File: config.mk
export PLATFORM = sky130hd
export DESIGN_NAME = nand_strobe_seq
export DESIGN_NICKNAME = d
export VERILOG_FILES = /design/src/rtl/nand_seq_pkg.sv /design/src/rtl/nand_cfg_decode.sv /design/src/rtl/nand_rdy_sync.sv /design/src/rtl/nand_phase_ctrl.sv /design/src/rtl/nand_strobe_seq.sv
export SDC_FILE = /design/constraint.sdc
export NUM_CORES = 1
export LEC_CHECK = 0
export BUFFER_PORTS_ARGS = -buffer_cell sky130_fd_sc_hd__buf_2
export CORE_MARGIN = 4
export CORE_UTILIZATION = 53
export CTS_BUF_LIST = sky130_fd_sc_hd__clkbuf_8
export DETAILED_ROUTE_END_ITERATION = 10
export PLACE_DENSITY = 0.9
export SYNTH_ARGS = -nofsm -noshare
export SYNTH_HDL_FRONTEND = slang
export SYNTH_HIERARCHICAL = 1
export SYNTH_SLANG_ARGS = --single-unit
File: constraint.sdc
create_clock -name clk -period 2.25 [get_ports clk]
set_input_delay 0.45 -clock clk [delete_from_list [all_inputs] [get_ports clk]]
set_output_delay 0.45 -clock clk [all_outputs]
set_load 0.1 [all_outputs]
File: src/rtl/nand_seq_pkg.sv
package nand_seq_pkg;
  localparam int SETUP_W  = 4;
  localparam int STROBE_W = 6;
  localparam int HOLD_W   = 3;
  localparam int TURN_W   = 2;
  localparam int CNT_W    = STROBE_W;

  localparam int WSETUP_LSB  = 26;
  localparam int WSTROBE_LSB = 20;
  localparam int WHOLD_LSB   = 17;
  localparam int RSETUP_LSB  = 13;
  localparam int RSTROBE_LSB = 7;
  localparam int RHOLD_LSB   = 4;
  localparam int TURN_LSB    = 2;

  typedef struct packed {
    logic [SETUP_W-1:0]  setup;
    logic [STROBE_W-1:0] strobe;
    logic [HOLD_W-1:0]   hold;
  } acc_timing_t;

  typedef enum logic [2:0] {
    PH_IDLE, PH_TURN, PH_SETUP, PH_STROBE, PH_HOLD
  } phase_e;
endpackage

File: src/rtl/nand_cfg_decode.sv
module nand_cfg_decode
  import nand_seq_pkg::*;
(
  input  logic [31:0]       cfg_word,
  output acc_timing_t       wr_t,
  output acc_timing_t       rd_t,
  output logic [TURN_W-1:0] turn
);
  assign wr_t.setup  = cfg_word[WSETUP_LSB  +: SETUP_W];
  assign wr_t.strobe = cfg_word[WSTROBE_LSB +: STROBE_W];
  assign wr_t.hold   = cfg_word[WHOLD_LSB   +: HOLD_W];
  assign rd_t.setup  = cfg_word[RSETUP_LSB  +: SETUP_W];
  assign rd_t.strobe = cfg_word[RSTROBE_LSB +: STROBE_W];
  assign rd_t.hold   = cfg_word[RHOLD_LSB   +: HOLD_W];
  assign turn        = cfg_word[TURN_LSB    +: TURN_W];
endmodule

File: src/rtl/nand_rdy_sync.sv
module nand_rdy_sync #(
  parameter int STAGES = 2
) (
  input  logic clk,
  input  logic rst,
  input  logic din,
  output logic dout
);
  logic [STAGES-1:0] chain;

  always_ff @(posedge clk) begin
    if (rst) chain[0] <= 1'b0;
    else     chain[0] <= din;
  end

  for (genvar g = 1; g < STAGES; g++) begin : g_stage
    always_ff @(posedge clk) begin
      if (rst) chain[g] <= 1'b0;
      else     chain[g] <= chain[g-1];
    end
  end

  assign dout = chain[STAGES-1];
endmodule

File: src/rtl/nand_phase_ctrl.sv
module nand_phase_ctrl
  import nand_seq_pkg::*;
#(
  parameter int DATA_W = 8
) (
  input  logic              clk,
  input  logic              rst,
  input  acc_timing_t       wr_t,
  input  acc_timing_t       rd_t,
  input  logic [TURN_W-1:0] turn,
  input  logic              req_valid,
  input  logic              req_write,
  input  logic [1:0]        req_sel,
  input  logic [DATA_W-1:0] req_wdata,
  input  logic [DATA_W-1:0] nand_din,
  output logic              busy,
  output logic              done,
  output logic [DATA_W-1:0] rdata,
  output logic              nand_ce_n,
  output logic              nand_cle,
  output logic              nand_ale,
  output logic              nand_we_n,
  output logic              nand_re_n,
  output logic [DATA_W-1:0] nand_dout,
  output logic              nand_doe
);
  phase_e              state, state_d;
  logic [CNT_W-1:0]    cnt, cnt_d;
  acc_timing_t         cur_t, sel_t;
  logic                op_write, op_cle, op_ale;
  logic [DATA_W-1:0]   op_wdata;
  logic                have_prev, last_write;
  logic                accept, in_acc_d, wr_d, cle_d, ale_d;
  logic [DATA_W-1:0]   wdata_d;

  assign accept = (state == PH_IDLE) && req_valid;
  assign sel_t  = req_write ? wr_t : rd_t;

  always_comb begin
    state_d = state;
    cnt_d   = cnt;
    case (state)
      PH_IDLE: if (req_valid) begin
        if (have_prev && (last_write != req_write)) begin
          state_d = PH_TURN;
          cnt_d   = CNT_W'(turn);
        end else begin
          state_d = PH_SETUP;
          cnt_d   = CNT_W'(sel_t.setup);
        end
      end
      PH_TURN: if (cnt == '0) begin
        state_d = PH_SETUP;
        cnt_d   = CNT_W'(cur_t.setup);
      end else cnt_d = cnt - 1'b1;
      PH_SETUP: if (cnt == '0) begin
        state_d = PH_STROBE;
        cnt_d   = CNT_W'(cur_t.strobe);
      end else cnt_d = cnt - 1'b1;
      PH_STROBE: if (cnt == '0) begin
        state_d = PH_HOLD;
        cnt_d   = CNT_W'(cur_t.hold);
      end else cnt_d = cnt - 1'b1;
      PH_HOLD: if (cnt == '0) state_d = PH_IDLE;
               else cnt_d = cnt - 1'b1;
      default: state_d = PH_IDLE;
    endcase
  end

  assign in_acc_d = (state_d == PH_SETUP) || (state_d == PH_STROBE) || (state_d == PH_HOLD);
  assign wr_d     = accept ? req_write : op_write;
  assign cle_d    = accept ? req_sel[0] : op_cle;
  assign ale_d    = accept ? (req_sel[1] & ~req_sel[0]) : op_ale;
  assign wdata_d  = accept ? req_wdata : op_wdata;

  always_ff @(posedge clk) begin
    if (rst) begin
      state      <= PH_IDLE;
      cnt        <= '0;
      cur_t      <= '0;
      op_write   <= 1'b0;
      op_cle     <= 1'b0;
      op_ale     <= 1'b0;
      op_wdata   <= '0;
      have_prev  <= 1'b0;
      last_write <= 1'b0;
      busy       <= 1'b0;
      done       <= 1'b0;
      rdata      <= '0;
      nand_ce_n  <= 1'b1;
      nand_cle   <= 1'b0;
      nand_ale   <= 1'b0;
      nand_we_n  <= 1'b1;
      nand_re_n  <= 1'b1;
      nand_dout  <= '0;
      nand_doe   <= 1'b0;
    end else begin
      state    <= state_d;
      cnt      <= cnt_d;
      op_write <= wr_d;
      op_cle   <= cle_d;
      op_ale   <= ale_d;
      op_wdata <= wdata_d;
      if (accept) begin
        cur_t      <= sel_t;
        have_prev  <= 1'b1;
        last_write <= req_write;
      end
      if ((state == PH_STROBE) && (cnt == '0) && !op_write) rdata <= nand_din;
      done      <= (state == PH_HOLD) && (cnt == '0);
      busy      <= (state_d != PH_IDLE);
      nand_ce_n <= !in_acc_d;
      nand_cle  <= in_acc_d && cle_d;
      nand_ale  <= in_acc_d && ale_d;
      nand_we_n <= !((state_d == PH_STROBE) && wr_d);
      nand_re_n <= !((state_d == PH_STROBE) && !wr_d);
      nand_doe  <= in_acc_d && wr_d;
      nand_dout <= wdata_d;
    end
  end
endmodule

File: src/rtl/nand_strobe_seq.sv
module nand_strobe_seq
  import nand_seq_pkg::*;
#(
  parameter int DATA_W      = 8,
  parameter int SYNC_STAGES = 2
) (
  input  logic              clk,
  input  logic              rst,
  input  logic [31:0]       cfg_word,
  input  logic              req_valid,
  input  logic              req_write,
  input  logic [1:0]        req_sel,
  input  logic [DATA_W-1:0] req_wdata,
  output logic              busy,
  output logic              done,
  output logic [DATA_W-1:0] rdata,
  output logic              dev_ready,
  output logic              nand_ce_n,
  output logic              nand_cle,
  output logic              nand_ale,
  output logic              nand_we_n,
  output logic              nand_re_n,
  output logic [DATA_W-1:0] nand_dout,
  output logic              nand_doe,
  input  logic [DATA_W-1:0] nand_din,
  input  logic              nand_rdy
);
  acc_timing_t       wr_t, rd_t;
  logic [TURN_W-1:0] turn;

  nand_cfg_decode u_dec (
    .cfg_word(cfg_word), .wr_t(wr_t), .rd_t(rd_t), .turn(turn)
  );

  nand_phase_ctrl #(.DATA_W(DATA_W)) u_ctrl (
    .clk(clk), .rst(rst), .wr_t(wr_t), .rd_t(rd_t), .turn(turn),
    .req_valid(req_valid), .req_write(req_write), .req_sel(req_sel),
    .req_wdata(req_wdata), .nand_din(nand_din), .busy(busy), .done(done),
    .rdata(rdata), .nand_ce_n(nand_ce_n), .nand_cle(nand_cle),
    .nand_ale(nand_ale), .nand_we_n(nand_we_n), .nand_re_n(nand_re_n),
    .nand_dout(nand_dout), .nand_doe(nand_doe)
  );

  nand_rdy_sync #(.STAGES(SYNC_STAGES)) u_sync (
    .clk(clk), .rst(rst), .din(nand_rdy), .dout(dev_ready)
  );
endmodule

==> out/metrics.yaml <==
status:
  status: "finished clean"
sta:
  fin_worst_skew_ns: 0.00306
  drv_slew: 0
  maxSlewHeadroom_pct: 59.0
  setup_ws_ns: 0.0338
  finalCriticalPeriod_ns: 2.22
  fin_crit_sh_pct: 98.5
  finalSetupViolCount: 0
  fmax_ghz: 0.451
  hold_viol_final: 0
  worstMarginPinSlew_ns: 0.614
yosys:
  syn-num-nets: 370
  yosysWarnings: 6
  ys_ff_latch: 53
  synthArstFlopShare_pct: 0
  synth_edf_count: 0
  netlist_area_um2: 2690
  avgSynthCellArea_um2: 8.56
  synth.distinct_cells: 55
  seq_area_frac_synth_pct: 39.5
  synth_cells: 314
  synth-main-ff-cell: "dfxtp_1"
global_routing:
  grt_max_degree: 40
  grt_overflow: 0
  grt_pass1_vias: 2100
  grt_util_all_layers_pct: 18.7
  grt_pass1_wl_um: 9450
  antenna_found_initial: 0
routing:
  drcViolationCount: 0
  drt_iter0_drc: 245
  drt_wl_total_um: 6010
  post_drt_via_cell_ratio: 5.45
  drt-pass1-iter-count: 4
  drtAntennaViolNets: 0
  wl_per_cell_um: 14.2
  num_vias: 2309
floorplan:
  start_util_pct: 55.8
  io_pins: 80
  chipHeight_um: 79.2
  core_area_um2: 4820
  die-area_um2: 6270
  rows: 25
  die_w_um: 79.2
worst_setup_path:
  endpoint_kind: "flop"
  crit_type: "flop to flop"
  cp-start-kind: "flop"
  reg2reg_depth: 8
  crit-reg2reg-launch: "u_ctrl/cnt[0]"
  critPathLaunch: "u_ctrl/cnt[0]"
  required_ns: 2.44
  rrSetupSlack_ns: 0.03
  rr_endpoint: "u_ctrl/cnt[1]"
  crit_fanout: 9
  arrival_ns: 2.40
  critPathCapture: "u_ctrl/cnt[1]"
final_layout:
  nFillCells: 426
  n_antenna_cell: 0
  finalNetCount: 412
  drive_above_1_share_pct: 29.1
  final_common_cell: "buf_2"
  syn_to_final_growth_pct: 12.9
  fin_area_um2: 3030
  layout_common_cells: "75 x buf_2, 53 x dfxtp_1, 37 x nand2_1"
clock_network:
  postCtsHoldBufs: 0
  cts_root_buf: "clkbuf_8"
  cts.path.max_buffers: 2
  cts_max_level: 2
  cts_tree: "yes"
  numCtsBuffers: 5
  clk_latency_ns: 0.31
  cts_sinks: 53
  cts_setup_buffers: 0
  cts_resized: 0
  cts.reportedPaths.clkPinSlew_ns: 0.09
power:
  irDropWorstVdd_v: 0.000644
  p_leak_nw: 1.38
  power.total_mw: 3.92
  power_density_nw_per_um2: 1290
min_path:
  hold_class: "primary input to flop"
placement:
  io_buffers: 75
  pre_cts_ws_ns: 0.0578
  gp_congestion: 0.923
  placed_cell_area_um2: 2910
  dpl.hpwl_um: 4370
run:
  cap_violations: 0
## routing by layer
layer	up-vias	track usage, %	part of all wire (%)
li1	1154	-	-
met2	84	34.3	51
met4	0	5.15	1.9
met3	14	3.51	6.7
met1	1057	22.1	40
met5	-	0	0
## kinds of logic (layout without fill, tap and decap cells)
kind of cell	count (synthesis)	count (layout)	share of synthesized area (%)
flip-flops	53	53	39.5
XOR/XNOR	4	4	1.30
multiplexers	26	26	9.78
adder cells (fa/ha/maj)	1	1	0.466
buffers and inverters	53	96	11.7
AO/OA/AOI/OAI	69	69	17.7
AND/OR/NAND/NOR	108	108	19.5
## stage by stage
step | hold slack [ns] | TNS [ns] | std cells | utilization, %
3_5_place_dp | 0.436 | 0 | 415 | 60.4
5_1_grt | 0.365 | -0.00344 | 424 | 62.9
2_1_floorplan | 0.414 | 0 | 314 | -
4_1_cts | 0.359 | 0 | 423 | 62.8
6_report | 0.356 | 0 | 424 | 62.9
3_3_place_gp | 0.420 | 0 | 415 | 60.4
## area by class of cell
class,count,area (µm²),area share (%)
multi-input combinational,208,1320,43.5
sequential,53,1060,35.0
timing repair buffer,83,435,14.4
tap,67,83.8,2.77
clock buffer,5,68.8,2.27
clock inverter,3,43.8,1.44
inverter,5,18.8,0.619
## power by group
group          switching (mW)  internal (mW)
clock network           0.315          0.334
logic                    1.29          0.654
registers               0.192           1.14
## sequential cells by signal (all words and copies together), names as in the netlist, 3 cells and up
| register | cells |
|---|---|
| u_ctrl/rdata | 8 |
| u_ctrl/op_wdata | 8 |
| u_ctrl/state | 3 |
| u_ctrl/cur_t | 13 |
| u_ctrl/cnt | 6 |
## worst min path at each step
| stage | from | slack [ns] | endpoint | cells after the start |
|---|---|---|---|---|
| after detailed placement | u_sync/chain[0] | 0.44 | u_sync/dout | 1 |
| after floorplan | u_sync/chain[0] | 0.41 | u_sync/dout | 1 |
| final | nand_rdy | 0.36 | u_sync/chain[0] | 2 |
| after global placement | u_sync/chain[0] | 0.42 | u_sync/dout | 1 |
| after global routing | nand_rdy | 0.37 | u_sync/chain[0] | 2 |
| after CTS | nand_rdy | 0.36 | u_sync/chain[0] | 2 |
## cells in the mapped netlist, drive strengths merged, types with 3 or more instances
cell type / instances / share of area (%)
a21oi: 14 / 2.6
nand2b: 3 / 0.70
clkbuf: 13 / 1.8
a211oi: 16 / 4.5
buf: 35 / 9.2
nor2b: 6 / 1.4
nand3: 4 / 0.75
nor2: 36 / 5.4
and2: 4 / 0.93
a31oi: 6 / 1.4
xor2: 3 / 0.98
a21o: 3 / 0.84
nor3: 5 / 0.93
inv: 5 / 0.70
nand3b: 3 / 0.84
o21ai: 11 / 2.2
nand2: 37 / 5.2
mux2i: 24 / 8.9
o211ai: 3 / 0.84
dfxtp: 53 / 39
## worst max-delay path: stages, from the launching register on
cell and delay [ns]:
dfxtp_1 0.36, inv_1 0.10, ha_1 0.23, or4b_4 0.54, nor2_4 0.27, buf_4 0.20, nor2_1 0.06, o21ai_0 0.19
a41oi_1 0.13
No activity file was read; power rests on OpenSTA's default activity.
